===== src/rtl/dma_regif_pkg.sv =====
package dma_regif_pkg;

    localparam int NCH    = 4;
    localparam int BYTE_W = 8;
    localparam int REG_W  = 16;
    localparam int IDX_W  = 4;
    localparam int CH_W   = $clog2(NCH);

    typedef enum logic [IDX_W-1:0] {
        CI_STATUS   = 4'h8,
        CI_MASK_ONE = 4'hA,
        CI_CLR_PTR  = 4'hC,
        CI_MCLR     = 4'hD,
        CI_MASK_CLR = 4'hE,
        CI_MASK_ALL = 4'hF
    } ctl_idx_e;

    typedef struct packed {
        logic             is_ctl;
        logic [CH_W-1:0]  chan;
        logic             is_cnt;
        logic [IDX_W-1:0] idx;
    } port_dec_t;

    typedef struct packed {
        logic            valid;
        logic [CH_W-1:0] chan;
    } page_hit_t;

    function automatic port_dec_t decode_index(input logic [IDX_W-1:0] idx);
        port_dec_t d;
        d.idx    = idx;
        d.is_ctl = idx[IDX_W-1];
        d.chan   = idx[CH_W:1];
        d.is_cnt = idx[0];
        return d;
    endfunction

    function automatic page_hit_t page_lookup(input logic [2:0] off);
        page_hit_t h;
        h.valid = 1'b1;
        unique case (off)
            3'd1:    h.chan = 2'd2;
            3'd2:    h.chan = 2'd3;
            3'd3:    h.chan = 2'd1;
            3'd7:    h.chan = 2'd0;
            default: begin h.valid = 1'b0; h.chan = 2'd0; end
        endcase
        return h;
    endfunction

    function automatic logic [REG_W-1:0] merge_byte(input logic [REG_W-1:0] old,
                                                    input logic [BYTE_W-1:0] b,
                                                    input logic hi);
        return hi ? {b, old[BYTE_W-1:0]} : {old[REG_W-1:BYTE_W], b};
    endfunction

endpackage


===== src/rtl/dma_ctl_regs.sv =====
module dma_ctl_regs
    import dma_regif_pkg::*;
(
    input  logic              clk,
    input  logic              rst,
    input  logic              ctl_wr,
    input  logic              ctl_rd,
    input  logic [IDX_W-1:0]  idx,
    input  logic [BYTE_W-1:0] wdata,
    input  logic              chan_acc,
    input  logic [NCH-1:0]    dreq,
    input  logic [NCH-1:0]    tc_set,
    output logic              ptr,
    output logic [BYTE_W-1:0] ctl_rdata
);
    logic [NCH-1:0] mask_q;
    logic [NCH-1:0] sticky_q;
    logic           mclr, clr_ptr, stat_rd;

    assign mclr    = ctl_wr && (idx == CI_MCLR);
    assign clr_ptr = ctl_wr && (idx == CI_CLR_PTR);
    assign stat_rd = ctl_rd && (idx == CI_STATUS);

    always_ff @(posedge clk) begin
        if (rst || mclr || clr_ptr) ptr <= 1'b0;
        else if (chan_acc)          ptr <= ~ptr;
    end

    always_ff @(posedge clk) begin
        if (rst || mclr) begin
            mask_q <= '1;
        end else if (ctl_wr) begin
            unique case (idx)
                CI_MASK_ONE: mask_q[wdata[CH_W-1:0]] <= wdata[2];
                CI_MASK_CLR: mask_q <= '0;
                CI_MASK_ALL: mask_q <= wdata[NCH-1:0];
                default:     mask_q <= mask_q;
            endcase
        end
    end

    always_ff @(posedge clk) begin
        if (rst || mclr) sticky_q <= '0;
        else             sticky_q <= (stat_rd ? '0 : sticky_q) | tc_set;
    end

    always_comb begin
        unique case (idx)
            CI_STATUS:   ctl_rdata = {dreq, sticky_q};
            CI_MASK_ALL: ctl_rdata = {{(BYTE_W-NCH){1'b0}}, mask_q};
            default:     ctl_rdata = '0;
        endcase
    end


    ptr_toggle_chk: assert property (@(posedge clk) disable iff (rst)
        chan_acc |=> ptr != $past(ptr));


    mclr_state_chk: assert property (@(posedge clk) disable iff (rst)
        mclr |=> (mask_q == '1) && !ptr && (sticky_q == '0));


    stat_clear_chk: assert property (@(posedge clk) disable iff (rst)
        (stat_rd && tc_set == '0) |=> sticky_q == '0);
endmodule


===== src/rtl/dma_chan_slot.sv =====
module dma_chan_slot
    import dma_regif_pkg::*;
#(
    parameter int SHIFT = 0,
    localparam int CUR_W = REG_W + SHIFT
)(
    input  logic              clk,
    input  logic              rst,
    input  logic              wr_sel,
    input  logic              is_cnt,
    input  logic              hi,
    input  logic [BYTE_W-1:0] wdata,
    input  logic              adv,
    output logic [REG_W-1:0]  base_addr,
    output logic [REG_W-1:0]  base_cnt,
    output logic [CUR_W-1:0]  cur_addr,
    output logic [CUR_W-1:0]  cur_cnt
);
    localparam logic [CUR_W-1:0] STEP = CUR_W'(1) << SHIFT;

    logic [REG_W-1:0] next_addr;
    assign next_addr = is_cnt ? base_addr : merge_byte(base_addr, wdata, hi);

    always_ff @(posedge clk) begin
        if (rst) begin
            base_addr <= '0;
            base_cnt  <= '0;
            cur_addr  <= '0;
            cur_cnt   <= '0;
        end else if (wr_sel) begin
            if (is_cnt) base_cnt  <= merge_byte(base_cnt, wdata, hi);
            else        base_addr <= next_addr;
            if (hi) begin
                cur_addr <= CUR_W'(next_addr) << SHIFT;
                cur_cnt  <= '0;
            end
        end else if (adv) begin
            cur_cnt <= cur_cnt + STEP;
        end
    end


    reload_chk: assert property (@(posedge clk) disable iff (rst)
        (wr_sel && hi) |=> (cur_cnt == '0) && (cur_addr == (CUR_W'(base_addr) << SHIFT)));


    low_keep_chk: assert property (@(posedge clk) disable iff (rst)
        (wr_sel && !hi && !is_cnt) |=> $stable(base_addr[REG_W-1:BYTE_W]));
endmodule


===== src/rtl/dma_chan_bank.sv =====
module dma_chan_bank
    import dma_regif_pkg::*;
#(
    parameter int SHIFT = 0,
    localparam int CUR_W = REG_W + SHIFT
)(
    input  logic              clk,
    input  logic              rst,
    input  logic              chan_wr,
    input  logic [CH_W-1:0]   chan,
    input  logic              is_cnt,
    input  logic              ptr,
    input  logic [BYTE_W-1:0] wdata,
    input  logic              adv_valid,
    input  logic [CH_W-1:0]   adv_chan,
    output logic [BYTE_W-1:0] chan_rdata
);
    logic [NCH-1:0][REG_W-1:0] base_addr, base_cnt;
    logic [NCH-1:0][CUR_W-1:0] cur_addr, cur_cnt;

    for (genvar g = 0; g < NCH; g++) begin : g_slot
        dma_chan_slot #(.SHIFT(SHIFT)) u_slot (
            .clk      (clk),
            .rst      (rst),
            .wr_sel   (chan_wr && (chan == CH_W'(g))),
            .is_cnt   (is_cnt),
            .hi       (ptr),
            .wdata    (wdata),
            .adv      (adv_valid && (adv_chan == CH_W'(g))),
            .base_addr(base_addr[g]),
            .base_cnt (base_cnt[g]),
            .cur_addr (cur_addr[g]),
            .cur_cnt  (cur_cnt[g])
        );
    end

    logic [CUR_W-1:0] raw, scaled;
    always_comb begin
        if (is_cnt) raw = (CUR_W'(base_cnt[chan]) << SHIFT) - cur_cnt[chan];
        else        raw = cur_addr[chan] + cur_cnt[chan];
        scaled     = raw >> SHIFT;
        chan_rdata = ptr ? scaled[REG_W-1:BYTE_W] : scaled[BYTE_W-1:0];
    end
endmodule


===== src/rtl/dma_page_bank.sv =====
module dma_page_bank
    import dma_regif_pkg::*;
(
    input  logic              clk,
    input  logic              rst,
    input  logic              page_wr,
    input  logic [2:0]        off,
    input  logic [BYTE_W-1:0] wdata,
    output logic [BYTE_W-1:0] page_rdata
);
    logic [NCH-1:0][BYTE_W-1:0] page_q;
    page_hit_t hit;

    assign hit = page_lookup(off);

    always_ff @(posedge clk) begin
        if (rst)                    page_q <= '0;
        else if (page_wr && hit.valid) page_q[hit.chan] <= wdata;
    end

    assign page_rdata = hit.valid ? page_q[hit.chan] : '0;


    page_ignore_chk: assert property (@(posedge clk) disable iff (rst)
        (page_wr && !hit.valid) |=> $stable(page_q));
endmodule


===== src/rtl/dma_regif.sv =====
module dma_regif
    import dma_regif_pkg::*;
#(
    parameter bit WIDE = 1'b0,
    localparam int SHIFT  = WIDE ? 1 : 0,
    localparam int ADDR_W = IDX_W + SHIFT
)(
    input  logic              clk,
    input  logic              rst,
    input  logic [ADDR_W-1:0] io_addr,
    input  logic [BYTE_W-1:0] io_wdata,
    input  logic              io_wr,
    input  logic              io_rd,
    input  logic              page_cs,
    input  logic [NCH-1:0]    dreq,
    input  logic [NCH-1:0]    tc_set,
    input  logic              adv_valid,
    input  logic [CH_W-1:0]   adv_chan,
    output logic [BYTE_W-1:0] io_rdata
);
    port_dec_t        dec;
    logic             chan_space, ctl_space, ptr;
    logic [BYTE_W-1:0] chan_rdata, ctl_rdata, page_rdata;

    assign dec        = decode_index(io_addr[ADDR_W-1:SHIFT]);
    assign chan_space = !page_cs && !dec.is_ctl;
    assign ctl_space  = !page_cs && dec.is_ctl;

    dma_ctl_regs u_ctl (
        .clk      (clk),
        .rst      (rst),
        .ctl_wr   (io_wr && ctl_space),
        .ctl_rd   (io_rd && !io_wr && ctl_space),
        .idx      (dec.idx),
        .wdata    (io_wdata),
        .chan_acc ((io_wr || io_rd) && chan_space),
        .dreq     (dreq),
        .tc_set   (tc_set),
        .ptr      (ptr),
        .ctl_rdata(ctl_rdata)
    );

    dma_chan_bank #(.SHIFT(SHIFT)) u_bank (
        .clk       (clk),
        .rst       (rst),
        .chan_wr   (io_wr && chan_space),
        .chan      (dec.chan),
        .is_cnt    (dec.is_cnt),
        .ptr       (ptr),
        .wdata     (io_wdata),
        .adv_valid (adv_valid),
        .adv_chan  (adv_chan),
        .chan_rdata(chan_rdata)
    );

    dma_page_bank u_page (
        .clk       (clk),
        .rst       (rst),
        .page_wr   (io_wr && page_cs),
        .off       (io_addr[2:0]),
        .wdata     (io_wdata),
        .page_rdata(page_rdata)
    );

    always_comb begin
        if (page_cs)         io_rdata = page_rdata;
        else if (dec.is_ctl) io_rdata = ctl_rdata;
        else                 io_rdata = chan_rdata;
    end
endmodule


===== config.mk =====
export PLATFORM = sky130hd
export DESIGN_NAME = dma_regif
export DESIGN_NICKNAME = d
export VERILOG_FILES = /design/src/rtl/dma_regif_pkg.sv /design/src/rtl/dma_ctl_regs.sv /design/src/rtl/dma_chan_slot.sv /design/src/rtl/dma_chan_bank.sv /design/src/rtl/dma_page_bank.sv /design/src/rtl/dma_regif.sv
export SDC_FILE = /design/constraint.sdc
export NUM_CORES = 1
export LEC_CHECK = 0
export BUFFER_PORTS_ARGS = -buffer_cell sky130_fd_sc_hd__buf_2
export CAP_MARGIN = 20
export CORE_UTILIZATION = 52
export CTS_CLUSTER_SIZE = 14
export DETAILED_ROUTE_END_ITERATION = 8
export GPL_ROUTABILITY_DRIVEN = 0
export PLACE_DENSITY_LB_ADDON = 0.25
export SYNTH_ARGS = -nofsm -noshare
export SYNTH_HDL_FRONTEND = slang
export SYNTH_HIERARCHICAL = 1
export SYNTH_SLANG_ARGS = --single-unit
export TNS_END_PERCENT = 10

===== constraint.sdc =====
create_clock -name clk -period 10.9 [get_ports clk]
set_clock_uncertainty 0.05 [all_clocks]
set_input_delay 2.725 -clock clk [delete_from_list [all_inputs] [get_ports clk]]
set_output_delay 2.725 -clock clk [all_outputs]
set_load 0.03 [all_outputs]

==> metrics.yaml, run 1 <==
drv_slew: 0
setup_slack_ps: 1300
start_util: 0.534
clk_transition_reported_paths_ps: 60
power.density_nw_per_um2: 141
finalCritPeriodShare: 0.880
wl_met3_um: 2660
hold_buffers: 0
reg2reg_depth: 6
post_cts_buffers: 0
grt_first_pass_wirelength_um: 67800
route.met2.wl_um: 19500
insertion_delay_ps: 530
multi_input_area_sq_um: 9250
grt-ovfl-total: 0
cts.path.max_buffers: 3
synth-main-ff-cell: "dfxtp_1"
num_vias: 13400
ys_types: 86
critPathSlowestCell: "a2111oi_0"
vias_per_cell: 6.23
critical_path_depth: 13
cp.buffers_inverters: 3
fp-row-count: 63
htree_levels: 2
track_usage: 0.272
cts.sinks: 297
async_flop_share: 0
antenna_cells: 0
drv_cap: 0
min_path_cells: 2
slew_headroom: 0.342
cts_root_buffer: "clkbuf_16"
drt_iter0_drc: 1517
crit_type: "primary input to output pin"
crit_family: "compound AO/OA/AOI/OAI gates"
dp_slack_ps: 1310
dieWidth_um: 177
end_kind: "output pin"
register_area_sq_um: 5950
portBuffers: 35
ios: 36
fin_crit_ps: 9600
worst-r2r-setup-slack_ps: 8610
vdd_drop_max_uv: 117
areaGrowthSynthToFinish_pct: 8.32
setup_violations: 0
layoutNonFillerInstCount: 2147
synth_area_sq_um: 15900
grt_max_degree: 138
leakagePower_nw: 6.54
place_inst: 2087
numCtsBuffers: 34
dp_hpwl_um: 28000
tns_ps: 0
drtAntennaViolNets: 0
ys.warnings.count: 6
max_clock_freq_mhz: 104
ctsResizeCount: 0
antenna_found_initial: 0
coreArea_sq_um: 29900
grt_pass1_vias: 12300
grt_setup_unrepaired: "false"
cp_max_fo: 45
seq_area_frac_synth: 0.373
drc: 0
synth_nets: 1827
drive_above_1_share: 0.116
fin_util: 0.578
routedWlPerCell_um: 19.9
arrival_ps: 6820
dr.pass1.iters: 5
worstMarginPinSlew_ps: 988
outcome: "finished, final reports clean"
max_stage_delay_ps: 670
setup.worst_path.start_class: "primary input"
nNetsFinal: 1797
die_h_um: 177
hp-class: "flip-flop to flip-flop"
wl_met1_um: 19100
n_fill_cell: 2665
die_area_sq_um: 31400
ys_ff_latch: 297
crit_chain: "buf_4 -> buf_4 -> mux4_2 -> ha_1 -> a21oi_1 -> o21ai_0 -> a21oi_1 -> nor3b_1 -> a2111oi_0 -> a211o_1 -> mux2i_1 -> o21ai_0 -> buf_2"
avgSynthCellArea_sq_um: 9.04
synth_edf_count: 0
highest_layer: "met4"
synthCells: 1763
required_ps: 8120
hold_viol: 0
cts_tree: "done"
wl_um: 42700
==> sequential cells by signal, indices dropped and copies added (netlist names) <==
name / count
u_bank/g_slot.u_slot/base_addr: 64
u_bank/g_slot.u_slot/base_cnt: 64
u_bank/g_slot.u_slot/cur_addr: 64
u_bank/g_slot.u_slot/cur_cnt: 64
u_ctl/mask_q: 4
u_ctl/ptr: 1
u_ctl/sticky_q: 4
u_page/page_q: 32
==> final cells by class <==
| class | count | share of cell area |
|---|---|---|
| Multi-Input combinational cell | 1318 | 0.535 |
| Clock buffer | 48 | 0.0570 |
| Timing Repair Buffer | 50 | 0.0177 |
| Sequential cell | 297 | 0.344 |
| Tap cell | 390 | 0.0283 |
| Inverter | 32 | 0.00696 |
| Clock inverter | 12 | 0.0104 |
==> cells in the mapped netlist (6+ instances only) <==
cell type,n,area [sq um]
a211oi_1,37,278
a21o_1,7,52.6
a21oi_1,170,851
a22oi_1,9,67.6
a31oi_1,6,37.5
and2_1,6,37.5
and3_1,12,75.1
buf_1,17,63.8
buf_2,21,105
buf_4,10,75.1
buf_6,10,113
clkbuf_1,53,199
dfxtp_1,297,5950
ha_1,34,425
inv_1,31,116
mux2_2,8,90.1
mux2i_1,148,1480
mux4_2,50,1130
nand2_1,231,867
nand2b_1,56,350
nand3_1,58,290
nand3_2,6,60.1
nand3b_1,9,67.6
nand4_1,19,119
nand4b_1,9,78.8
nand4bb_1,17,191
nor2_1,155,582
nor2b_1,14,87.6
nor3_1,11,55.1
nor3b_1,17,128
nor4_1,8,50.1
o211ai_1,22,165
o21ai_0,46,230
o21ai_1,6,30.0
o31ai_1,16,120
or3_1,18,113
or4_1,8,60.1
xnor2_1,11,96.3
xor2_1,8,70.1
==> power by group <==
group,total [mW],internal [mW],switching [mW]
logic,0.160,0.0537,0.106
clock network,1.18,0.709,0.472
registers,1.10,1.09,0.00502
==> cell families after synthesis <==
logic type | share of synthesized area
AOI/OAI and AO/OA | 0.143
xor gates and xnor gates | 0.0104
adders and majority gates | 0.0292
buffers and inverters | 0.0471
DFF | 0.373
muxes | 0.169
and+or+nand+nor | 0.228
==> cells in the final DEF, fill, tap and decap left out, types with 7 or more instances in the layout <==
| master | count |
|---|---|
| nor3_1 | 11 |
| ha_1 | 34 |
| a22oi_1 | 9 |
| clkbuf_8 | 8 |
| nand2b_1 | 56 |
| or4_1 | 8 |
| a211oi_1 | 37 |
| buf_2 | 31 |
| mux4_2 | 50 |
| nor4_1 | 8 |
| xnor2_1 | 11 |
| nor3b_1 | 17 |
| mux2_2 | 8 |
| nor2b_1 | 14 |
| nand4_1 | 19 |
| mux2i_1 | 148 |
| nor2_1 | 155 |
| and3_1 | 12 |
| nand4bb_1 | 17 |
| a21oi_1 | 170 |
| o21ai_0 | 46 |
| dfxtp_1 | 297 |
| nand3b_1 | 9 |
| o31ai_1 | 16 |
| nand4b_1 | 9 |
| nand2_1 | 231 |
| o211ai_1 | 22 |
| nand3_1 | 58 |
| xor2_1 | 8 |
| clkbuf_16 | 34 |
| inv_1 | 31 |
| buf_4 | 18 |
| or3_1 | 18 |
| a21o_1 | 7 |
==> worst reg2reg max path, delay by kind of cell, from the launching register on <==
kind	cells	cell delay, ps
buffers and inverters	2	810
AOI/OAI and AO/OA	1	80
and+or+nand+nor	3	910
DFF	1	310
==> metal layers <==
layer	vias to the layer above	global-route usage
li1	6351	-
met1	6459	0.379
met2	480	0.430
met3	85	0.0369
met4	0	0.0970
met5	-	0
==> through the flow <==
stage          instance area, sq um  hold slack (ps)  total power [mW]
2_1_floorplan                 15900              379              1.23
3_3_place_gp                  16100              385              1.28
3_5_place_dp                  16100              392              1.28
4_1_cts                       17300              387              2.46
5_1_grt                       17300              409              2.52
6_report                      17300              394              2.44
==> path summary, 6_finish.rpt <==
path,from,endpoint
max,io_addr[1],io_rdata[7]
min reg2reg,u_bank/g_slot[2].u_slot/base_addr[4]$_SDFFE_PP0P_,u_bank/g_slot[2].u_slot/cur_addr[4]$_SDFFE_PP0P_
min,u_bank/g_slot[2].u_slot/base_addr[4]$_SDFFE_PP0P_,u_bank/g_slot[2].u_slot/cur_addr[4]$_SDFFE_PP0P_
max reg2reg,u_ctl/ptr$_SDFFE_PP0P_,u_bank/g_slot[0].u_slot/base_cnt[13]$_SDFFE_PP0P_
(Power assumes the default switching activity.)
==> run 2, diff against run 1 <==
- BUFFER_PORTS_ARGS: -buffer_cell sky130_fd_sc_hd__buf_2 -> -buffer_cell sky130_fd_sc_hd__buf_4
- CTS_CLUSTER_SIZE: 14 -> not set
- clock period: 10.9 -> 7.85 ns (I/O delays scaled with it)
==> run 2 against run 1 <==
  * Setup slack worse by 1100 ps
  * Register-to-register slack worse by 3300 ps
  * Global-route usage is 0.39 points higher
  * Count of clock-buffer cells in the layout is 3 lower
  * Sequential cell count stayed put
  * Utilization is 0.52 points higher
  * First-iteration DRC count is 17% lower
  * Sequential power is 38% higher
  * Combinational power is 43% higher
  * Critical endpoint unchanged
  * Highest routed layer unchanged
==> metrics.yaml, run 2 (synthesis results as in run 1) <==
dp_hpwl_um: 28700
drive_above_1_share: 0.120
hold_viol: 0
pwr-share-seq: 0.447
ios: 36
fp-row-count: 63
grt_first_pass_wirelength_um: 68600
grt_max_degree: 170
ctsResizeCount: 0
crit_path_start: "io_addr[1]"
cts_tree: "done"
r2r_start: "u_ctl/ptr$_SDFFE_PP0P_"
layoutNonFillerInstCount: 2154
tns_ps: 0
grt_setup_unrepaired: "false"
drv_slew: 0
cts.sinks: 297
max_clock_freq_mhz: 132
final_cell_mix: "297 x dfxtp_1, 231 x nand2_1, 170 x a21oi_1"
internal-power_mw: 2.59
drt_iter0_drc: 1265
hp-class: "flip-flop to flip-flop"
portBuffers: 35
fin_crit_ps: 7600
reg2reg_depth: 6
power.density_nw_per_um2: 196
start_util: 0.534
cp_max_fo: 25
setup.worst_path.start_class: "primary input"
setup_violations: 0
drv_cap: 0
outcome: "finished, final reports clean"
post_cts_buffers: 0
cts.path.max_buffers: 3
p_sw_uw: 818
antenna_cells: 0
dr.pass1.iters: 6
die_area_sq_um: 31400
leakagePower_nw: 6.58
finalCritPeriodShare: 0.968
mostFrequentLayoutCell: "dfxtp_1"
arrival_ps: 5590
cts_root_buffer: "clkbuf_16"
coreArea_sq_um: 29900
nNetsFinal: 1802
slew_headroom: 0.260
p_clk_frac: 0.486
hold_buffers: 0
areaGrowthSynthToFinish_pct: 9.30
worstMarginPinSlew_ps: 1110
track_usage: 0.276
die_h_um: 177
drtAntennaViolNets: 0
clk_transition_reported_paths_ps: 60
drc: 0
dieWidth_um: 177
grt_pass1_vias: 12500
r2r_end: "u_bank/g_slot[2].u_slot/base_cnt[13]$_SDFFE_PP0P_"
routedWlPerCell_um: 20.1
numCtsBuffers: 34
vias_per_cell: 6.17
antenna_found_initial: 0
crit_path_end: "io_rdata[7]"
worst-r2r-setup-slack_ps: 5290
crit_type: "primary input to output pin"
switching_share: 0.240
vdd_drop_max_uv: 142
combPwrFrac: 0.067
wl_um: 43300
place_inst: 2092
grt-ovfl-total: 0
required_ps: 5840
end_kind: "output pin"
htree_levels: 2
num_vias: 13300
insertion_delay_ps: 520
[run 2: changes by cell type in the layout (fill, tap and decap cells not counted), sizes merged]
cell and delta:
inv -2, buf +5, clkinv +4, clkinvlp +2
clkbuf -3, bufinv +1
[run 2: worst min-delay path by stage]
stage,start,endpoint,slack (ps),cells past startpoint
2_1_floorplan,u_bank/g_slot[0].u_slot/base_addr[0]$_SDFFE_PP0P_,u_bank/g_slot[0].u_slot/cur_addr[0]$_SDFFE_PP0P_,380,2
3_3_place_gp,u_bank/g_slot[3].u_slot/base_addr[0]$_SDFFE_PP0P_,u_bank/g_slot[3].u_slot/cur_addr[0]$_SDFFE_PP0P_,390,2
3_5_place_dp,u_bank/g_slot[3].u_slot/base_addr[2]$_SDFFE_PP0P_,u_bank/g_slot[3].u_slot/cur_addr[2]$_SDFFE_PP0P_,390,2
4_1_cts,u_bank/g_slot[3].u_slot/base_addr[2]$_SDFFE_PP0P_,u_bank/g_slot[3].u_slot/cur_addr[2]$_SDFFE_PP0P_,400,2
5_1_grt,u_bank/g_slot[1].u_slot/base_addr[1]$_SDFFE_PP0P_,u_bank/g_slot[1].u_slot/cur_addr[1]$_SDFFE_PP0P_,420,2
6_report,u_bank/g_slot[3].u_slot/base_addr[0]$_SDFFE_PP0P_,u_bank/g_slot[3].u_slot/cur_addr[0]$_SDFFE_PP0P_,400,2
[run 2: area by class of cell]
| type | instances | area, sq um |
|---|---|---|
| fill | 2588 | 12500 |
| timing repair buffer | 55 | 433 |
| multi-input combinational | 1318 | 9250 |
| inverter | 32 | 120 |
| clock inverter | 17 | 249 |
| sequential | 297 | 5950 |
| tap | 390 | 488 |
| clock buffer | 45 | 942 |
[run 2: power by group through the flow]
| stage | registers, mW | logic, mW | clock network, mW |
|---|---|---|---|
| floorplan | 1.56 | 0.156 | 0 |
| global placement | 1.56 | 0.224 | 0 |
| detailed placement | 1.56 | 0.226 | 0 |
| CTS | 1.52 | 0.227 | 1.69 |
| global route | 1.52 | 0.245 | 1.75 |
| finish | 1.52 | 0.229 | 1.66 |
[run 2: critical path, cell delays in order]
cell and delay [ps]:
buf_4 410, buf_4 310, mux4_2 530, ha_1 370, a21oi_1 230, o21ai_0 120
a21oi_1 300, nor3b_1 100, a2111oi_1 590, a211o_1 210, mux2i_1 70, o21ai_0 160
buf_4 180
[run 2: routing by layer]
layer / track usage / vias to the layer above / part of all wire
met2: 0.438 / 414 / 0.46
met5: 0 / - / 0
met1: 0.386 / 6443 / 0.46
met3: 0.0350 / 73 / 0.058
li1: - / 6364 / -
met4: 0.0923 / 0 / 0.030
[run 2: through the flow]
step           utilization  setup slack (ps)  instance area [sq um]  hold WS (ps)  total power, mW
2_1_floorplan            -               215                  15900           379             1.71
3_3_place_gp         0.543               261                  16200           385             1.78
3_5_place_dp         0.543               175                  16200           391             1.78
4_1_cts              0.583               167                  17400           403             3.43
5_1_grt              0.583              9.30                  17400           419             3.51
6_report             0.583               248                  17400           402             3.41
==> run 3, diff against run 2 <==
- clock period: 7.85 -> 8.6 ns (I/O delays scaled with it)
==> run 3 against run 2 <==
  * Count of clock-buffer cells in the layout up 7
  * Hold slack worse by 7.8 ps
  * Critical endpoint unchanged
  * Utilization down 0.17 points
  * Cell count about the same
  * Clock power down 11%
  * First-iteration DRC count up 0.63%
  * Register-to-register slack better by 770 ps
  * Via count up 1.1%
  * Wire length up 0.19%
  * Critical path depth unchanged
  * Setup slack better by 320 ps
  * Critical path type unchanged
==> metrics.yaml, run 3 (synthesis results as in run 1) <==
outcome: "finished, final reports clean"
antenna_found_initial: 0
vias_per_cell: 6.24
reg2reg_depth: 6
dp_hpwl_um: 28800
r2r_end: "u_bank/g_slot[3].u_slot/base_cnt[12]$_SDFFE_PP0P_"
nNetsFinal: 1802
critPathSlowestCell: "a2111oi_0"
ctsResizeCount: 0
layoutNonFillerInstCount: 2153
required_ps: 6400
die_h_um: 177
vdd_drop_max_uv: 147
antenna_cells: 0
r2r_start: "u_ctl/ptr$_SDFFE_PP0P_"
max_clock_freq_mhz: 124
die_area_sq_um: 31400
wl_um: 43400
place_inst: 2091
cts_tree: "done"
grt_first_pass_wirelength_um: 68600
worst-r2r-setup-slack_ps: 6060
drc: 0
max_stage_delay_ps: 690
worstMarginPinSlew_ps: 1050
areaGrowthSynthToFinish_pct: 8.98
insertion_delay_ps: 530
final_cell_mix: "297 x dfxtp_1, 231 x nand2_1, 170 x a21oi_1"
mostFrequentLayoutCell: "dfxtp_1"
grt_max_degree: 174
drive_above_1_share: 0.118
track_usage: 0.276
dr.pass1.iters: 7
drtAntennaViolNets: 0
ios: 36
tns_ps: 0
hold_buffers: 0
cts_root_buffer: "clkbuf_16"
drt_iter0_drc: 1273
routedWlPerCell_um: 20.2
power.density_nw_per_um2: 176
htree_levels: 2
start_util: 0.534
holdCritStartpoint: "u_bank/g_slot[0].u_slot/base_addr[4]$_SDFFE_PP0P_"
setup_violations: 0
crit_chain: "buf_4 -> buf_4 -> mux4_2 -> ha_1 -> a2111oi_4 -> inv_2 -> o21ai_0 -> xor2_1 -> a2111oi_0 -> a211o_1 -> mux2i_1 -> o21ai_0 -> buf_4"
cp_common_cell: "buf_4"
coreArea_sq_um: 29900
crit_type: "primary input to output pin"
post_cts_buffers: 0
grt-ovfl-total: 0
cts.path.max_buffers: 3
hp-class: "flip-flop to flip-flop"
setup.worst_path.start_class: "primary input"
clk_transition_reported_paths_ps: 70
arrival_ps: 5830
dieWidth_um: 177
hold_viol: 0
portBuffers: 35
grt_pass1_vias: 12500
finalCritPeriodShare: 0.934
fin_crit_ps: 8030
drv_cap: 0
slew_headroom: 0.300
cp_max_fo: 28
min_path_cells: 2
end_kind: "output pin"
min_to: "u_bank/g_slot[0].u_slot/cur_addr[4]$_SDFFE_PP0P_"
numCtsBuffers: 35
fp-row-count: 63
drv_slew: 0
cts.sinks: 297
n_fill_cell: 2628
num_vias: 13400
grt_setup_unrepaired: "false"
leakagePower_nw: 6.57
[run 3: cell types whose count changed in the layout (fill, tap and decap cells not counted), sizes merged]
cell	before	now
clkinv	11	8
clkbuf	45	52
clkinvlp	2	0
inv	32	33
buf	55	54
bufinv	4	1
[run 3: worst max-delay path: cells and delay by family]
family	cells	cell delay (ps)
XOR/XNOR	1	100
buffers and inverters	4	1080
multiplexers	2	630
AO/OA/AOI/OAI	5	1600
adder cells (fa/ha/maj)	1	260
[run 3: power breakdown]
part	switching [mW]	internal (mW)
sequential	0.00633	1.38
clock	0.599	0.867
combinational	0.136	0.0733
[run 3: per-layer routing]
layer | GRT usage | vias to the layer above | routed length [um]
met5 | 0 | - | 0
met4 | 0.104 | 0 | 1420
met3 | 0.0322 | 91 | 2600
met2 | 0.440 | 474 | 20100
met1 | 0.381 | 6527 | 19300
li1 | - | 6347 | -
[run 3: worst max path at each step]
| stage | startpoint | end |
|---|---|---|
| detailed placement | io_addr[1] | io_rdata[7] |
| floorplan | io_addr[1] | io_rdata[7] |
| global route | io_addr[1] | io_rdata[7] |
| finish | io_addr[1] | io_rdata[7] |
| CTS | io_addr[1] | io_rdata[7] |
| global placement | io_addr[1] | io_rdata[7] |
[run 3: per-stage QoR]
step / setup slack, ps / utilization / instance area, sq um / hold slack, ps / total power [mW]
after detailed placement: 597 / 0.543 / 16200 / 392 / 1.63
after CTS: 575 / 0.582 / 17400 / 396 / 3.08
final: 565 / 0.582 / 17400 / 394 / 3.06
after global placement: 649 / 0.543 / 16200 / 387 / 1.62
after floorplan: 590 / - / 15900 / 379 / 1.56
after global routing: 295 / 0.582 / 17400 / 415 / 3.16
[run 3: layout make-up]
cell class                 count  area, sq um  area share
multi-input combinational   1318         9250       0.532
clock buffer                  52         1030      0.0593
tap                          390          488      0.0281
sequential                   297         5950       0.342
timing repair buffer          54          425      0.0245
clock inverter                10          119     0.00684
inverter                      32          120     0.00691
